`src/rtl/wdt2_pkg.sv`:
```
package wdt2_pkg;
    localparam int DATA_W = 16;
    localparam int ADDR_W = 5;

    typedef enum logic [1:0] {
        WD_HALTED = 2'd0,
        WD_STAGE1 = 2'd1,
        WD_STAGE2 = 2'd2
    } wd_state_t;

    localparam logic [ADDR_W-1:0] OFS_RELOAD = 5'h00;
    localparam logic [ADDR_W-1:0] OFS_STS_A  = 5'h04;
    localparam logic [ADDR_W-1:0] OFS_STS_B  = 5'h06;
    localparam logic [ADDR_W-1:0] OFS_CTRL   = 5'h08;
    localparam logic [ADDR_W-1:0] OFS_LOCK   = 5'h0A;
    localparam logic [ADDR_W-1:0] OFS_IRQEN  = 5'h0C;
    localparam logic [ADDR_W-1:0] OFS_START  = 5'h12;

    localparam int BIT_HALT   = 11;
    localparam int BIT_FIRST  = 3;
    localparam int BIT_SECOND = 1;
    localparam int BIT_BOOT   = 2;
    localparam int BIT_LOCK   = 0;
    localparam int BIT_IRQEN  = 13;
endpackage

```
`src/rtl/wdt2_prescaler.sv`:
```
module wdt2_prescaler #(
    parameter int DIV = 4
) (
    input  logic clk,
    input  logic rst,
    input  logic clr,
    output logic tick
);
    localparam int CW = (DIV > 1) ? $clog2(DIV) : 1;
    localparam logic [CW-1:0] LAST = CW'(DIV - 1);

    logic [CW-1:0] phase_q;

    always_ff @(posedge clk) begin
        if (rst || clr) begin
            phase_q <= '0;
        end else if (phase_q == LAST) begin
            phase_q <= '0;
        end else begin
            phase_q <= phase_q + 1'b1;
        end
    end

    assign tick = (phase_q == LAST);
endmodule

```
`src/rtl/wdt2_countdown.sv`:
```
module wdt2_countdown
    import wdt2_pkg::*;
#(
    parameter int CNT_W    = 10,
    parameter int INIT_RST = 4
) (
    input  logic             clk,
    input  logic             rst,
    input  logic             tick,
    input  logic             halt,
    input  logic             reload,
    input  logic [CNT_W-1:0] start_val,
    input  logic             first_flag,
    output logic [CNT_W-1:0] count,
    output logic             exp_first,
    output logic             exp_second
);
    wd_state_t     state_q, state_nxt;
    logic [CNT_W-1:0] count_q;
    logic          running;
    logic          expire;

    assign running = (state_q != WD_HALTED) && !halt;
    assign expire  = running && tick && !reload && (count_q == '0);

    always_ff @(posedge clk) begin
        if (rst) begin
            state_q <= WD_HALTED;
        end else begin
            state_q <= state_nxt;
        end
    end

    always_comb begin
        state_nxt = state_q;
        unique case (state_q)
            WD_HALTED: begin
                if (!halt) state_nxt = first_flag ? WD_STAGE2 : WD_STAGE1;
            end
            WD_STAGE1: begin
                if (halt)        state_nxt = WD_HALTED;
                else if (expire) state_nxt = WD_STAGE2;
            end
            WD_STAGE2: begin
                if (halt)                         state_nxt = WD_HALTED;
                else if (!first_flag && !expire)  state_nxt = WD_STAGE1;
            end
            default: state_nxt = WD_HALTED;
        endcase
    end

    always_comb begin
        exp_first  = 1'b0;
        exp_second = 1'b0;
        unique case (state_q)
            WD_HALTED: ;
            WD_STAGE1: exp_first = expire;
            WD_STAGE2: begin
                exp_second = expire && first_flag;
                exp_first  = expire && !first_flag;
            end
            default: ;
        endcase
    end

    always_ff @(posedge clk) begin
        if (rst) begin
            count_q <= CNT_W'(INIT_RST);
        end else if (reload) begin
            count_q <= start_val;
        end else if (running && tick) begin
            count_q <= (count_q == '0) ? start_val : count_q - 1'b1;
        end
    end

    assign count = count_q;

    AST_HALT_FREEZE: assert property (@(posedge clk) disable iff (rst)
        (halt && !reload) |=> (count_q == $past(count_q)));
    AST_RELOAD_LOAD: assert property (@(posedge clk) disable iff (rst)
        reload |=> (count_q == $past(start_val)));
    AST_TICK_STEP: assert property (@(posedge clk) disable iff (rst)
        (tick && !halt && !reload && state_q != WD_HALTED && count_q != '0)
        |=> (count_q == $past(count_q) - 1'b1));
    AST_EXP_EXCLUSIVE: assert property (@(posedge clk) disable iff (rst)
        $onehot0({exp_first, exp_second}));
endmodule

```
`src/rtl/wdt2_regs.sv`:
```
module wdt2_regs
    import wdt2_pkg::*;
#(
    parameter int CNT_W    = 10,
    parameter int INIT_MIN = 4,
    parameter int INIT_RST = 4
) (
    input  logic              clk,
    input  logic              rst,
    input  logic              bus_wr,
    input  logic [ADDR_W-1:0] bus_addr,
    input  logic [DATA_W-1:0] bus_wdata,
    input  logic [1:0]        bus_be,
    output logic [DATA_W-1:0] bus_rdata,
    input  logic [CNT_W-1:0]  count,
    input  logic              exp_first,
    input  logic              exp_second,
    output logic              halt,
    output logic              reload,
    output logic [CNT_W-1:0]  start_val,
    output logic              first_flag,
    output logic              irq,
    output logic              rst_req
);
    localparam logic [CNT_W-1:0] MIN_V = CNT_W'(INIT_MIN);

    logic             halt_q, lock_q, irqen_q;
    logic             first_q, second_q, boot_q, rst_req_q;
    logic [CNT_W-1:0] start_q;
    logic [DATA_W-1:0] start_ext, start_merged;
    logic [CNT_W-1:0] start_cand;
    logic             any_be;

    function automatic logic [DATA_W-1:0] merge_lanes(
        input logic [DATA_W-1:0] old_v,
        input logic [DATA_W-1:0] new_v,
        input logic [1:0]        be);
        return {be[1] ? new_v[15:8] : old_v[15:8],
                be[0] ? new_v[7:0]  : old_v[7:0]};
    endfunction

    function automatic logic hit(
        input logic              wr,
        input logic [ADDR_W-1:0] a,
        input logic [ADDR_W-1:0] ofs);
        return wr && (a == ofs);
    endfunction

    assign any_be = |bus_be;

    always_comb begin
        start_ext = '0;
        start_ext[CNT_W-1:0] = start_q;
        start_merged = merge_lanes(start_ext, bus_wdata, bus_be);
        start_cand   = start_merged[CNT_W-1:0];
    end

    assign reload = hit(bus_wr, bus_addr, OFS_RELOAD) && any_be;

    always_ff @(posedge clk) begin
        if (rst) begin
            halt_q    <= 1'b1;
            lock_q    <= 1'b1;
            irqen_q   <= 1'b0;
            start_q   <= CNT_W'(INIT_RST);
            first_q   <= 1'b0;
            second_q  <= 1'b0;
            boot_q    <= 1'b0;
            rst_req_q <= 1'b0;
        end else begin
            if (hit(bus_wr, bus_addr, OFS_CTRL) && bus_be[1])
                halt_q <= bus_wdata[BIT_HALT];
            if (hit(bus_wr, bus_addr, OFS_LOCK) && bus_be[0])
                lock_q <= bus_wdata[BIT_LOCK];
            if (hit(bus_wr, bus_addr, OFS_IRQEN) && bus_be[1])
                irqen_q <= bus_wdata[BIT_IRQEN];
            if (hit(bus_wr, bus_addr, OFS_START) && any_be && (start_cand >= MIN_V))
                start_q <= start_cand;

            if (exp_first)
                first_q <= 1'b1;
            else if (hit(bus_wr, bus_addr, OFS_STS_A) && bus_be[0] && bus_wdata[BIT_FIRST])
                first_q <= 1'b0;

            if (exp_second)
                second_q <= 1'b1;
            else if (hit(bus_wr, bus_addr, OFS_STS_B) && bus_be[0] && bus_wdata[BIT_SECOND])
                second_q <= 1'b0;

            if (exp_second && !lock_q)
                boot_q <= 1'b1;
            else if (hit(bus_wr, bus_addr, OFS_STS_B) && bus_be[0] && bus_wdata[BIT_BOOT])
                boot_q <= 1'b0;

            rst_req_q <= exp_second && !lock_q;
        end
    end

    always_comb begin
        bus_rdata = '0;
        case (bus_addr)
            OFS_RELOAD: bus_rdata[CNT_W-1:0] = count;
            OFS_STS_A:  bus_rdata[BIT_FIRST] = first_q;
            OFS_STS_B: begin
                bus_rdata[BIT_SECOND] = second_q;
                bus_rdata[BIT_BOOT]   = boot_q;
            end
            OFS_CTRL:   bus_rdata[BIT_HALT]  = halt_q;
            OFS_LOCK:   bus_rdata[BIT_LOCK]  = lock_q;
            OFS_IRQEN:  bus_rdata[BIT_IRQEN] = irqen_q;
            OFS_START:  bus_rdata[CNT_W-1:0] = start_q;
            default:    bus_rdata = '0;
        endcase
    end

    assign halt       = halt_q;
    assign start_val  = start_q;
    assign first_flag = first_q;
    assign irq        = first_q && irqen_q;
    assign rst_req    = rst_req_q;

    AST_START_FLOOR: assert property (@(posedge clk) disable iff (rst)
        start_q >= MIN_V);
    AST_RSTREQ_PULSE: assert property (@(posedge clk) disable iff (rst)
        rst_req_q |=> !rst_req_q);
    AST_LOCK_MASK: assert property (@(posedge clk) disable iff (rst)
        rst_req_q |-> ($past(!lock_q) && boot_q && second_q));
endmodule

```
`src/rtl/dual_stage_wdt.sv`:
```
module dual_stage_wdt
    import wdt2_pkg::*;
#(
    parameter int CLK_KHZ  = 100000,
    parameter int TICK_MS  = 600,
    parameter int CNT_W    = 10,
    parameter int INIT_MIN = 4,
    parameter int INIT_RST = 4
) (
    input  logic        clk,
    input  logic        rst,
    input  logic        bus_wr,
    input  logic [4:0]  bus_addr,
    input  logic [15:0] bus_wdata,
    input  logic [1:0]  bus_be,
    output logic [15:0] bus_rdata,
    output logic        irq_o,
    output logic        rst_req_o
);
    localparam int DIV = CLK_KHZ * TICK_MS;

    logic             tick, halt, reload, first_flag;
    logic             exp_first, exp_second;
    logic [CNT_W-1:0] count, start_val;

    wdt2_prescaler #(.DIV(DIV)) u_presc (
        .clk  (clk),
        .rst  (rst),
        .clr  (halt | reload),
        .tick (tick)
    );

    wdt2_countdown #(.CNT_W(CNT_W), .INIT_RST(INIT_RST)) u_count (
        .clk        (clk),
        .rst        (rst),
        .tick       (tick),
        .halt       (halt),
        .reload     (reload),
        .start_val  (start_val),
        .first_flag (first_flag),
        .count      (count),
        .exp_first  (exp_first),
        .exp_second (exp_second)
    );

    wdt2_regs #(.CNT_W(CNT_W), .INIT_MIN(INIT_MIN), .INIT_RST(INIT_RST)) u_regs (
        .clk        (clk),
        .rst        (rst),
        .bus_wr     (bus_wr),
        .bus_addr   (bus_addr),
        .bus_wdata  (bus_wdata),
        .bus_be     (bus_be),
        .bus_rdata  (bus_rdata),
        .count      (count),
        .exp_first  (exp_first),
        .exp_second (exp_second),
        .halt       (halt),
        .reload     (reload),
        .start_val  (start_val),
        .first_flag (first_flag),
        .irq        (irq_o),
        .rst_req    (rst_req_o)
    );
endmodule

```
`config.mk`:
```
export PLATFORM = sky130hd
export DESIGN_NAME = dual_stage_wdt
export DESIGN_NICKNAME = d
export VERILOG_FILES = /design/src/rtl/wdt2_pkg.sv /design/src/rtl/wdt2_prescaler.sv /design/src/rtl/wdt2_countdown.sv /design/src/rtl/wdt2_regs.sv /design/src/rtl/dual_stage_wdt.sv
export SDC_FILE = /design/constraint.sdc
export NUM_CORES = 1
export LEC_CHECK = 0
export BUFFER_PORTS_ARGS = -buffer_cell sky130_fd_sc_hd__buf_2
export CORE_ASPECT_RATIO = 0.7
export CORE_MARGIN = 2
export CORE_UTILIZATION = 64
export CTS_BUF_LIST = sky130_fd_sc_hd__clkbuf_8
export CTS_CLUSTER_SIZE = 40
export DETAILED_ROUTE_END_ITERATION = 8
export HOLD_SLACK_MARGIN = 0.12
export PLACE_DENSITY = 0.88
export SYNTH_ARGS = -nofsm -noshare
export SYNTH_HDL_FRONTEND = slang
export SYNTH_SLANG_ARGS = --single-unit
export TNS_END_PERCENT = 50
```
`constraint.sdc`:
```
create_clock -name clk -period 3.14 [get_ports clk]
set_clock_uncertainty 0.2 [all_clocks]
set_input_delay 0 -clock clk [delete_from_list [all_inputs] [get_ports clk]]
set_output_delay 0 -clock clk [all_outputs]
set_load 0.02 [all_outputs]
```
==> results.txt <==
The number of antenna violations at the first check in global routing came out at 0. Of the synthesized area, sequential elements account for 0.357. Clock tree synthesis selected as its root buffer the cell clkbuf_8. Post-CTS timing repair inserted 0 buffers for setup.

The time the final worst path needs with I/O delays and setup came out at 2.84 ns. In this run the worst hold path is classified as flip-flop to flip-flop. The clock sink count is 55. The via total after detailed routing is 3018. Setup repair after global routing left no endpoint under its margin. The flow ran to the end, and the final reports show no timing, DRC or antenna violations. The maximum level of the CTS H-tree came out at 2. By area the synthesized netlist is led by dfxtp_1 36%, mux2i_1 6.5%, nor2_1 5.6%. The worst setup path is captured at a flip-flop.

The tool flagged a number of max-cap violations equal to 0. The via count of the first global-routing pass came to 2886. The final core area utilization came out at 0.792.

The worst setup path is launched from an input port. Of the total power, the share spent switching nets is 0.223. The residual antenna-violating net count after detailed routing is 0. Setup total negative slack on the finished layout was measured at 0 ns.

In the global route stage, overall resource usage came out at 0.330. The initial cell density of the core is 0.657. The final routed wire length divided by cell count is 18.0 um. After layout, the design draws a total of 1.37 mW. The remaining design rule violation count is 0. The area of the die came out at 5410 sq um. The number of DRC markers in iteration 0 came out at 392. The critical path in this run is classified as input port to flip-flop. The source-to-sink clock delay at the later pin of the worst-skew pair came out at 0.32 ns. Counting instances in the post-synthesis netlist gives the leading cell types as 55 x dfxtp_1, 46 x nor2_1, 27 x nand2_1, 20 x mux2i_1, 18 x nand3_1. The final count of pins violating max slew came out at 0. The number of synthesized flops with an enable pin is 0. The die height is 62.1 um. Setup violations remaining at the end of the flow were counted as 0. The library cell occupying the most area in the post-synthesis netlist is dfxtp_1.

TritonCTS built the clock tree. The clock-pin slew reported for the worst setup and hold paths after clock tree synthesis is 0.11 ns. The total I/O pin count came out at 44. The final RePlAce weighted congestion is 0.876.

The share of synthesized area in the top cell type comes to 0.357. The setup slack of the most critical reg-to-reg path came out at 0.33 ns. The number of buffers on the longest clock path came out at 2. The synthesized area divided by synthesized cell count came out at 8.53 sq um. The required time of the worst setup path came out at 3.15 ns. The final number of hold-violating endpoints came out at 0. The HPWL after detailed placement is 4.97 mm. The layout overhead on the synthesized area is 20.6%. The proportion of register bits with asynchronous set or reset after synthesis came out at 0. The clock group share of total power came out at 0.407.

The flop and latch count out of synthesis came out at 55. The net switching power is 0.306 mW. The first-pass iteration count of the detailed router came out at 5. The total power divided by cell area came out at 368 nW/um^2.

The number of inserted diodes is 0. The average vias per placed instance came out at 6.27. The maximum clock rate is 0.352 GHz.

The distinct cell type count after synthesis is 56. The combinational power share is 0.078. The part of the cycle the worst path needs came out at 0.904. The floorplan row count came out at 21. The power share of the sequential group came out at 0.515. Internal power comes to 1.07 mW. The total overflow reported by the global router came out at 0.

The total core area is 4700 sq um. The maximum number of pins on one net before global-route repair came out at 34. The maximum fanout count along the critical path came out at 9. At the pin with the least slew margin, the transition time is 0.984 ns. The number of port buffers came out at 35. The horizontal extent of the die is 87.0 um. The aggregate routed wire length came out at 8.64 mm. Yosys printed 0 warnings.

In this run the tightest slew margin relative to its limit is 0.344. The synthesized cell area is 3090 sq um. The first global-routing pass estimated 14.0 mm of wire. The share of post-route cells with drive strength above 1 is 0.156. In the post-synthesis netlist, the cell with the most instances is dfxtp_1. In the synthesized netlist the dominant register cell turns out to be dfxtp_1. The gate count of the mapped netlist is 362. The number of CTS-inserted buffers is 5. The static leakage power is 1.49 nW.

The critical path data arrival time came out at 2.84 ns. The peak supply drop is 0.231 mV. The number of nets in the layout is 456.
placed cells by master, fill, tap and decap left out, types with 2 or more instances in the layout:
cell type / count
a21bo_2: 6
a21o_1: 2
a21oi_1: 15
a22o_1: 6
a22oi_1: 2
and2_1: 7
and3_1: 10
and4_1: 2
buf_2: 35
buf_4: 3
bufinv_16: 2
clkbuf_8: 5
conb_1: 4
dfxtp_1: 55
dlygate4sd3_1: 31
ha_1: 7
inv_1: 11
mux2_2: 2
mux2i_1: 20
nand2_1: 27
nand2b_1: 6
nand3_1: 18
nand4_1: 6
nor2_1: 46
nor2b_1: 8
nor3_1: 12
nor4_1: 5
nor4_4: 2
nor4b_1: 3
o21ai_0: 13
o21ai_2: 2
o31ai_1: 3
or4_4: 2
xnor2_1: 13
xor2_1: 10
registers in the layout, indices dropped and copies added (netlist names):
register           flops
u_count.count         10
u_regs.lock_q          1
u_regs.boot_q          1
u_regs.irqen_q         1
u_regs.halt            1
u_regs.start_val      10
u_regs.rst_req         1
u_regs.second_q        1
u_count.state_q        2
u_regs.first_flag      1
u_presc.phase_q       26
worst paths after layout:
| path | start | end | depth (start not counted) |
|---|---|---|---|
| min reg2reg | u_presc.phase_q[0]$_SDFF_PP0_ | u_presc.phase_q[0]$_SDFF_PP0_ | 1 |
| max | bus_wdata[6] | u_regs.start_val[5]$_SDFFE_PP0P_ | 9 |
| max reg2reg | u_regs.start_val[3]$_SDFFE_PP0P_ | u_regs.start_val[5]$_SDFFE_PP0P_ | 7 |
| min | u_presc.phase_q[0]$_SDFF_PP0_ | u_presc.phase_q[0]$_SDFF_PP0_ | 1 |
logic make-up after synthesis:
| family | count (synthesis) | share of synthesized area |
|---|---|---|
| and+or+nand+nor | 164 | 0.289 |
| AOI/OAI and AO/OA | 61 | 0.141 |
| DFF | 55 | 0.357 |
| buffers and inverters | 29 | 0.0466 |
| xor gates and xnor gates | 23 | 0.0652 |
| muxes | 22 | 0.0721 |
| adders and majority gates | 7 | 0.0284 |
| other | 1 | 0.00121 |
critical path, stage by stage:
cell	delay [ns]
dlygate4sd3_1	0.56
buf_2	0.15
or4b_1	0.55
o22ai_2	0.17
a21boi_1	0.10
and3_1	0.35
mux2i_1	0.25
nor2_1	0.09
dlygate4sd3_1	0.62
layout make-up:
type | count | area, sq um
multi-input cells | 281 | 1860
fillers | 294 | 980
inverters | 10 | 37.5
clock buffers | 5 | 68.8
flip-flops and latches | 55 | 1100
repair buffers | 70 | 520
clock inverters | 3 | 63.8
well taps | 57 | 71.3
power groups by stage:
stage | Sequential [mW] | Clock [mW] | Combinational, mW
finish | 0.706 | 0.558 | 0.107
global route | 0.707 | 0.582 | 0.115
CTS | 0.705 | 0.553 | 0.100
detailed placement | 0.721 | 0 | 0.0840
global placement | 0.721 | 0 | 0.0807
floorplan | 0.720 | 0 | 0.0583
metal layers:
layer / GRT usage / routed length, um / vias to the layer above
met5: 0 / 0 / -
met2: 0.520 / 4060 / 166
met1: 0.435 / 3450 / 1420
met3: 0.0638 / 736 / 45
li1: - / - / 1387
met4: 0.150 / 393 / 0
timing repair:
item,4_1_cts,5_1_grt
hold endpoints to repair,27,0
gates resized for setup,0,2
endpoints found under the setup margin,0,2
hold buffers,33,0
per-stage QoR:
stage | hold WS, ns | instance area (sq um) | std cells | setup slack [ns]
after floorplan | -0.0821 | 3100 | 365 | 1.09
after detailed placement | 0.0278 | 3260 | 441 | 0.528
after global routing | 0.303 | 3720 | 481 | 0.165
after global placement | 0.0204 | 3260 | 441 | 0.625
after CTS | 0.251 | 3720 | 482 | 0.162
final | 0.259 | 3720 | 481 | 0.303
No activity file was read; power rests on OpenSTA's default activity.
